### src/rtl/chan_guard_pkg.sv
package chan_guard_pkg;

    localparam int REG_W       = 16;
    localparam int NUM_DEV     = 2;
    localparam int MODE_W      = 2;
    localparam int MODE_STRIDE = 4;

    localparam logic SEL_STATUS = 1'b0;
    localparam logic SEL_MODE   = 1'b1;

    // status register bit positions
    localparam int B_IRQ_EN   = 14;
    localparam int B_WD_EN    = 13;
    localparam int B_TIMEOUT  = 12;
    localparam int B_PEND     = 11;
    localparam int B_DMA_DONE = 10;
    localparam int B_CHAN_RST = 2;
    localparam int B_ONE      = 0;

    localparam logic [MODE_W-1:0] MODE_RESET = 2'b10;

    typedef struct packed {
        logic irq_en;
        logic wd_en;
        logic timeout;
        logic dma_flag;
        logic chan_rst;
        logic irq;
    } status_t;

endpackage

### src/rtl/rdy_watchdog.sv
module rdy_watchdog #(
    parameter int LIMIT = 256
) (
    input  logic clk,
    input  logic rst_n,
    input  logic arm,
    input  logic ready,
    output logic expire
);
    localparam int CNT_W = (LIMIT > 2) ? $clog2(LIMIT) : 1;
    localparam logic [CNT_W-1:0] LAST = CNT_W'(LIMIT - 1);

    logic [CNT_W-1:0] cnt_d, cnt_q;

    always_comb begin
        cnt_d  = '0;
        expire = 1'b0;
        if (arm && !ready) begin
            if (cnt_q == LAST) begin
                expire = 1'b1;
            end else begin
                cnt_d = cnt_q + 1'b1;
            end
        end
    end

    always_ff @(posedge clk) begin
        if (!rst_n) cnt_q <= '0;
        else        cnt_q <= cnt_d;
    end
endmodule

### src/rtl/xfer_mode_reg.sv
module xfer_mode_reg
    import chan_guard_pkg::*;
(
    input  logic                            clk,
    input  logic                            rst_n,
    input  logic                            we,
    input  logic [REG_W-1:0]                wdata,
    output logic [NUM_DEV-1:0][MODE_W-1:0]  mode,
    output logic [NUM_DEV-1:0]              is_dma
);
    logic [NUM_DEV-1:0][MODE_W-1:0] mode_d, mode_q;
    logic unused_wdata;

    assign unused_wdata = ^wdata;

    always_comb begin
        mode_d = mode_q;
        if (we) begin
            for (int i = 0; i < NUM_DEV; i++) begin
                mode_d[i] = wdata[i*MODE_STRIDE +: MODE_W];
            end
        end
    end

    always_ff @(posedge clk) begin
        if (!rst_n) mode_q <= {NUM_DEV{MODE_RESET}};
        else        mode_q <= mode_d;
    end

    assign mode = mode_q;

    generate
        for (genvar g = 0; g < NUM_DEV; g++) begin : g_dec
            assign is_dma[g] = mode_q[g][MODE_W-1];
        end
    endgenerate
endmodule

### src/rtl/chan_rdy_guard.sv
module chan_rdy_guard
    import chan_guard_pkg::*;
#(
    parameter int WD_LIMIT = 256
) (
    input  logic               clk,
    input  logic               rst_n,
    input  logic               reg_we,
    input  logic               reg_sel,
    input  logic [REG_W-1:0]   reg_wdata,
    output logic [REG_W-1:0]   reg_rdata,
    input  logic               dev_ready,
    input  logic               pio_active,
    input  logic               mon_enable,
    input  logic               ext_irq,
    input  logic               dma_done,
    input  logic               bm_enable,
    output logic               irq,
    output logic               chan_rst,
    output logic [NUM_DEV-1:0] dev_dma
);
    status_t st_d, st_q;
    logic wr_status, wr_mode, wd_arm, wd_expire, pend_now;
    logic timeout_flag, irq_en_flag, dma_flag;
    logic [NUM_DEV-1:0][MODE_W-1:0] mode;

    assign wr_status = reg_we && (reg_sel == SEL_STATUS);
    assign wr_mode   = reg_we && (reg_sel == SEL_MODE);
    assign wd_arm    = st_q.wd_en && mon_enable && pio_active && !st_q.timeout;
    assign pend_now  = (st_q.timeout && st_q.irq_en) || ext_irq;

    rdy_watchdog #(.LIMIT(WD_LIMIT)) u_wd (
        .clk    (clk),
        .rst_n  (rst_n),
        .arm    (wd_arm),
        .ready  (dev_ready),
        .expire (wd_expire)
    );

    xfer_mode_reg u_mode (
        .clk    (clk),
        .rst_n  (rst_n),
        .we     (wr_mode),
        .wdata  (reg_wdata),
        .mode   (mode),
        .is_dma (dev_dma)
    );

    always_comb begin
        st_d = st_q;
        if (wr_status) begin
            st_d.irq_en   = reg_wdata[B_IRQ_EN];
            st_d.wd_en    = reg_wdata[B_WD_EN];
            st_d.chan_rst = reg_wdata[B_CHAN_RST];
            if (reg_wdata[B_TIMEOUT]) st_d.timeout = 1'b0;
        end
        // expiry wins over a simultaneous clear
        if (wd_expire) st_d.timeout = 1'b1;
        if (!bm_enable)    st_d.dma_flag = 1'b0;
        else if (dma_done) st_d.dma_flag = 1'b1;
        st_d.irq = pend_now;
    end

    always_ff @(posedge clk) begin
        if (!rst_n) st_q <= '0;
        else        st_q <= st_d;
    end

    always_comb begin
        reg_rdata = '0;
        if (reg_sel == SEL_STATUS) begin
            reg_rdata[B_IRQ_EN]   = st_q.irq_en;
            reg_rdata[B_WD_EN]    = st_q.wd_en;
            reg_rdata[B_TIMEOUT]  = st_q.timeout;
            reg_rdata[B_PEND]     = pend_now;
            reg_rdata[B_DMA_DONE] = st_q.dma_flag;
            reg_rdata[B_CHAN_RST] = st_q.chan_rst;
            reg_rdata[B_ONE]      = 1'b1;
        end else begin
            for (int i = 0; i < NUM_DEV; i++) begin
                reg_rdata[i*MODE_STRIDE +: MODE_W] = mode[i];
            end
        end
    end

    assign irq          = st_q.irq;
    assign chan_rst     = st_q.chan_rst;
    assign timeout_flag = st_q.timeout;
    assign irq_en_flag  = st_q.irq_en;
    assign dma_flag     = st_q.dma_flag;
endmodule

### config.mk
export PLATFORM = sky130hd
export DESIGN_NAME = chan_rdy_guard
export DESIGN_NICKNAME = d
export VERILOG_FILES = /design/src/rtl/chan_guard_pkg.sv /design/src/rtl/rdy_watchdog.sv /design/src/rtl/xfer_mode_reg.sv /design/src/rtl/chan_rdy_guard.sv
export SDC_FILE = /design/constraint.sdc
export NUM_CORES = 1
export LEC_CHECK = 0
export ABC_AREA = 0
export BUFFER_PORTS_ARGS = -buffer_cell sky130_fd_sc_hd__buf_2
export CELL_PAD_IN_SITES_DETAIL_PLACEMENT = 0
export CELL_PAD_IN_SITES_GLOBAL_PLACEMENT = 1
export CORE_MARGIN = 1
export CORE_UTILIZATION = 27
export CTS_CLUSTER_SIZE = 10
export DETAILED_ROUTE_END_ITERATION = 16
export PLACE_DENSITY = 0.7
export SLEW_MARGIN = 15
export SYNTH_ARGS = -nofsm -noshare
export SYNTH_HDL_FRONTEND = slang
export SYNTH_HIERARCHICAL = 1
export SYNTH_SLANG_ARGS = --single-unit
### constraint.sdc
create_clock -name clk -period 1.3 [get_ports clk]
set_input_delay 0.13 -clock clk [delete_from_list [all_inputs] [get_ports clk]]
set_output_delay 0.13 -clock clk [all_outputs]
set_load 0.005 [all_outputs]
After elaboration in Yosys (flattened, before gate mapping)
Cells that the tools add are included. W data, S select, Z words.

Output and inout port bits: 20. Flip-flop bits (word level): 18. Bits of input ports: 26. Word-level logic and storage cells: 39.

Bitwise operators: 3. Add/sub/neg operators: 1. Multiplexer cells: 10. Reduce and logical (&&, ||, !) cells: 15. Eq/ne operators: 1.

Operator list (number): $add A8 B1 Y8 const B (1); $eq A8 B8 Y1 const B (1); $mux W1 (8); $logic_and A1 B1 Y1 (7); $mux W5 (1); $reduce_and A2 Y1 (2); $reduce_bool A2 Y1 (2); $not A1 Y1 (3); $reduce_or A3 Y1 (1); $logic_not A1 Y1 (2); $mux W2 (1); $logic_or A1 B1 Y1 (1).

Logic depth before layout (Yosys ltp)
Depth in word-level cells: 7. Mapped depth: 5. Gate-level depth less buffers: 5.

By module
Netlist, hierarchy kept.

By module, submodules not included: chan_rdy_guard (seq. area each 120.1 µm², area an instance 366.6 µm², instances 1, cells each 43); rdy_watchdog (seq. area each 160.2 µm², area an instance 337.8 µm², instances 1, cells each 37); xfer_mode_reg (seq. area each 80.1 µm², area an instance 160.2 µm², instances 1, cells each 15).

Worst setup path before layout
Ideal clock, no wire load.

Path type: flip-flop to flip-flop. Start: register u_wd.cnt_q[0]. End: register st_q (netlist bit timeout_flag). Path buffers: 0. Period minus slack after synthesis: 1.306 ns. Path slack: -0.006 ns. Setup time: 0.074 ns. Stages on the path, launching flop included: 6. Required time: 1.226 ns. Arrival time: 1.231 ns. Cells stage by stage: dfxtp_1 ha_1 nand3_2 nor4b_1 o21ai_0 a31oi_1.

Word-level cells in the longest chain between the ends: 5. Elaborated cells on any way between the ends: 7. Those cells by class: eq/ne (1); mux (3); reduce/logical (3).

RTL lines: start: declaration (line rdy_watchdog.sv:13) `logic [CNT_W-1:0] cnt_d, cnt_q;`; start signal: assignment (line rdy_watchdog.sv:29) `else cnt_q <= cnt_d;`; $eq A8 B8 Y1 (*) (line rdy_watchdog.sv:19) `if (cnt_q == LAST) begin`; $mux W1 (*) (line rdy_watchdog.sv:19); $mux W1 (*) (line rdy_watchdog.sv:18) `if (arm && !ready) begin`; via wd_expire (line chan_rdy_guard.sv:23) `logic wr_status, wr_mode, wd_arm, wd_expire, pend_now;`; $reduce_bool A2 Y1 (no source line); $reduce_and A2 Y1 (no source line); end signal: assignment (line chan_rdy_guard.sv:66) `else st_q <= st_d;`; end: declaration (line chan_rdy_guard.sv:22) `status_t st_d, st_q;`.

Mark *: on every way through the listed nets, which the timed path passes. The rest lies on a longest branch. A chain may end at the register's enable or synchronous reset.

Worst setup path in the final report
Start: register u_wd.cnt_q[0]. End: register u_wd.cnt_q[5].

Word-level cells in the longest chain between the ends: 2. Elaborated cells on any way between the ends: 3. Those cells by class: add/sub (1); eq/ne (1); reduce/logical (1).

RTL lines: branches (longest 2 deep; another with $add A8 B1 Y8).

Parallel ways; which one is timed is not known.

==> metrics.txt <==
average size of a mapped cell slightly above 9 um^2; Int Pwr between 0.0007 and 0.0008 W; Reg2Reg Depth 4; Residual DRC 0; Initial Util 28.3%; Die Wd 58.6 um; # setup viols final 0; Reg area 364 um^2; Syn-to-layout area delta 28.9%; r2r setup slk 0.09 ns; worst path bufs/invs 1; family with the most delay on the worst path simple AND/OR/NAND/NOR gates; critical path class reg -> reg; count leader, synth dfxtp_1; CP Max Fanout 4; Cell Area, Synth around 860 um^2; first-pass GRT wire length roughly 2.6 mm; Initial DRC Count 13; CTS Sinks 18; Core Box Area 3050 um^2; initial antenna violation count 0; fin crit share between 90 and 100%; top-area cell type share of the netlist area between 40% and 50%; #FFs+latches synth 18; ys async rst share 0%; sequential cell area fraction in the yosys report between 40% and 50%; crit path launch type flip-flop; # port buffers 31; CTS Hold Bufs 0; Gate Count Post-Synth 95; slowest CP cell dfxtp_2; Yosys cell types 30; most frequent cells after synthesis dfxtp_1, buf_4, nand2_1; Crit. Startpoint u_wd/cnt_q[0]$_SDFF_PP0_; die height approximately 59 um; fin. max-slew vios 0; Power per Cell Area around 910 nW/um^2; critical register-to-register path startpoint u_wd/cnt_q[0]$_SDFF_PP0_; DP Wirelength ~1.2 mm; clock skew between 0.001 and 0.0015 ns; vias 720; post-route minimum period around 1.2 ns; crit path capture type flip-flop; top post-synthesis cells by area dfxtp_1, mux2i_1, buf_4; Max Clock Freq around 0.83 GHz; Layout Cells excl Fill 172; pin count of the biggest net entering global routing 15; sw frac between 20% and 30%; Max Cap Viol 0; crit-path max cell delay between 0.3 and 0.4 ns; Worst-path clk slew about 0.1 ns; deepest clock path buffer count 2; boundary pin count between 40 and 50; worst-skew pair later-pin latency 0.28 ns; routed len/inst approximately 9.4 um; Multi-input gate area ~460 um^2; Routed Antenna Nets 0; Via density about 4.2; status complete, no violations; r2r endpoint u_wd/cnt_q[5]$_SDFF_PP0_; CP Data Arrival Time 1.43 ns; hold depth 2; Sequential Power Share approximately 57%; Clock Power Share 33.1%; Worst Hold Endpoint timeout_flag$_SDFFE_PN0P_; fin nets between 150 and 200; Inst Count DP around 170; Psw 0.000218 W; Primary FF master, synth dfxtp_1; post-synth top area cell dfxtp_1; HP Class in -> reg; Leakage approximately 0.48 nW; row count 20; drt total wl 1.61 mm; Synth warnings 6; CTS tree done; worst hold start reg_wdata[12]; Post-synth EDFFs 0; Comb power frac between 10% and 20%; crit-path cells buf_4 > nand4_1 > or3_1 > a21oi_1; remaining global-route overflow 0; layout cells sized above 1 36.7%; number of global-route vias before repair just over 600; fillers 339; H-Tree Depth 1; Root Driver clkbuf_4; TNS Setup 0 ns; Placer Congestion 0.717; CTS buffer count 3; Antenna Cells 0; Required @ worst endpoint 1.52 ns; All-Layer GR Usage around 10%; final hold viol count 0; Die ar. about 3400 um^2; VDD IR max around 0.76 mV; number of detailed-route iterations in the first pass 4
[worst max-delay path by stage]
stage                                      endpoint  slack (ns)  depth (start not counted)
after floorplan           timeout_flag$_SDFFE_PN0P_        0.06                          5
after global placement    timeout_flag$_SDFFE_PN0P_        0.04                          5
after detailed placement  timeout_flag$_SDFFE_PN0P_        0.01                          5
after CTS                 timeout_flag$_SDFFE_PN0P_       0.005                          5
after global routing       u_wd/cnt_q[5]$_SDFF_PP0_      -0.002                          4
final                      u_wd/cnt_q[5]$_SDFF_PP0_        0.09                          4
[metrics by stage]
stage,hold WS (ns),total power [W],area (um^2),worst slack (ns),util [%]
6_report,0.0370,0.00101,1110,0.0916,36.5
5_1_grt,0.0197,0.00108,1110,-0.00192,36.5
4_1_cts,0.0143,0.00104,1080,0.00521,35.4
3_5_place_dp,0.336,0.000688,1040,0.0126,34.0
3_3_place_gp,0.332,0.000686,1040,0.0423,34.0
2_1_floorplan,0.192,0.000658,890,0.0585,-
[flip-flops by register name, indices dropped and copies added (netlist names)]
name           flops
u_wd/cnt_q         8
chan_rst           1
st_q               1
timeout_flag       1
u_mode/is_dma      2
u_mode/mode        2
dma_flag           1
irq                1
irq_en_flag        1
[what timing repair did]
action,CTS,global route
endpoints found under the setup margin,1,1
gates resized for setup,4,4
setup buffers,0,1
pin swaps,1,2
[power groups by stage]
stage | clock (W) | combinational, W | sequential, W
6_report | 0.000334 | 0.000103 | 0.000573
5_1_grt | 0.000392 | 0.000116 | 0.000575
4_1_cts | 0.000361 | 0.000104 | 0.000573
3_5_place_dp | 0 | 0.000103 | 0.000585
3_3_place_gp | 0 | 0.000102 | 0.000585
2_1_floorplan | 0 | 0.0000731 | 0.000585
[kinds of logic after synthesis]
| group | synth area share [%] |
|---|---|
| muxes | 8.10 |
| and+or+nand+nor | 26.3 |
| xor gates and xnor gates | 3.04 |
| buffers and inverters | 11.0 |
| DFF | 41.7 |
| adders and majority gates | 1.45 |
| AOI/OAI and AO/OA | 7.96 |
| other | 0.434 |
[placed cells by master (no fill, tap or decap), types with 4 or more instances in the layout]
master and instances:
buf_2 31, nand2_1 9, conb_1 6, mux2i_1 7, a21oi_1 4, and2_1 4
buf_4 4, nor2_1 6, dfxtp_1 15, nor2b_1 8
[cell type report]
cell class / count / share of cell area, %
Clock buffer: 4 / 3.25
Inverter: 3 / 1.01
Multi-Input combinational cell: 68 / 41.5
Sequential cell: 18 / 32.7
Tap cell: 44 / 4.94
Timing Repair Buffer: 35 / 16.6
[worst reg2reg max path, stage by stage, from the launching register on]
cell,delay [ns]
dfxtp_2,0.37
buf_4,0.12
nand4_1,0.17
or3_1,0.35
a21oi_1,0.13
[routing by layer]
layer,vias up,part of all wire (%),GRT usage [%]
li1,370,-,-
met1,330,49,11.9
met2,18,45,16.9
met3,2,5.0,4.62
met4,0,0.81,2.38
met5,-,0,0
Note: power is estimated with default switching activity, not from simulation.
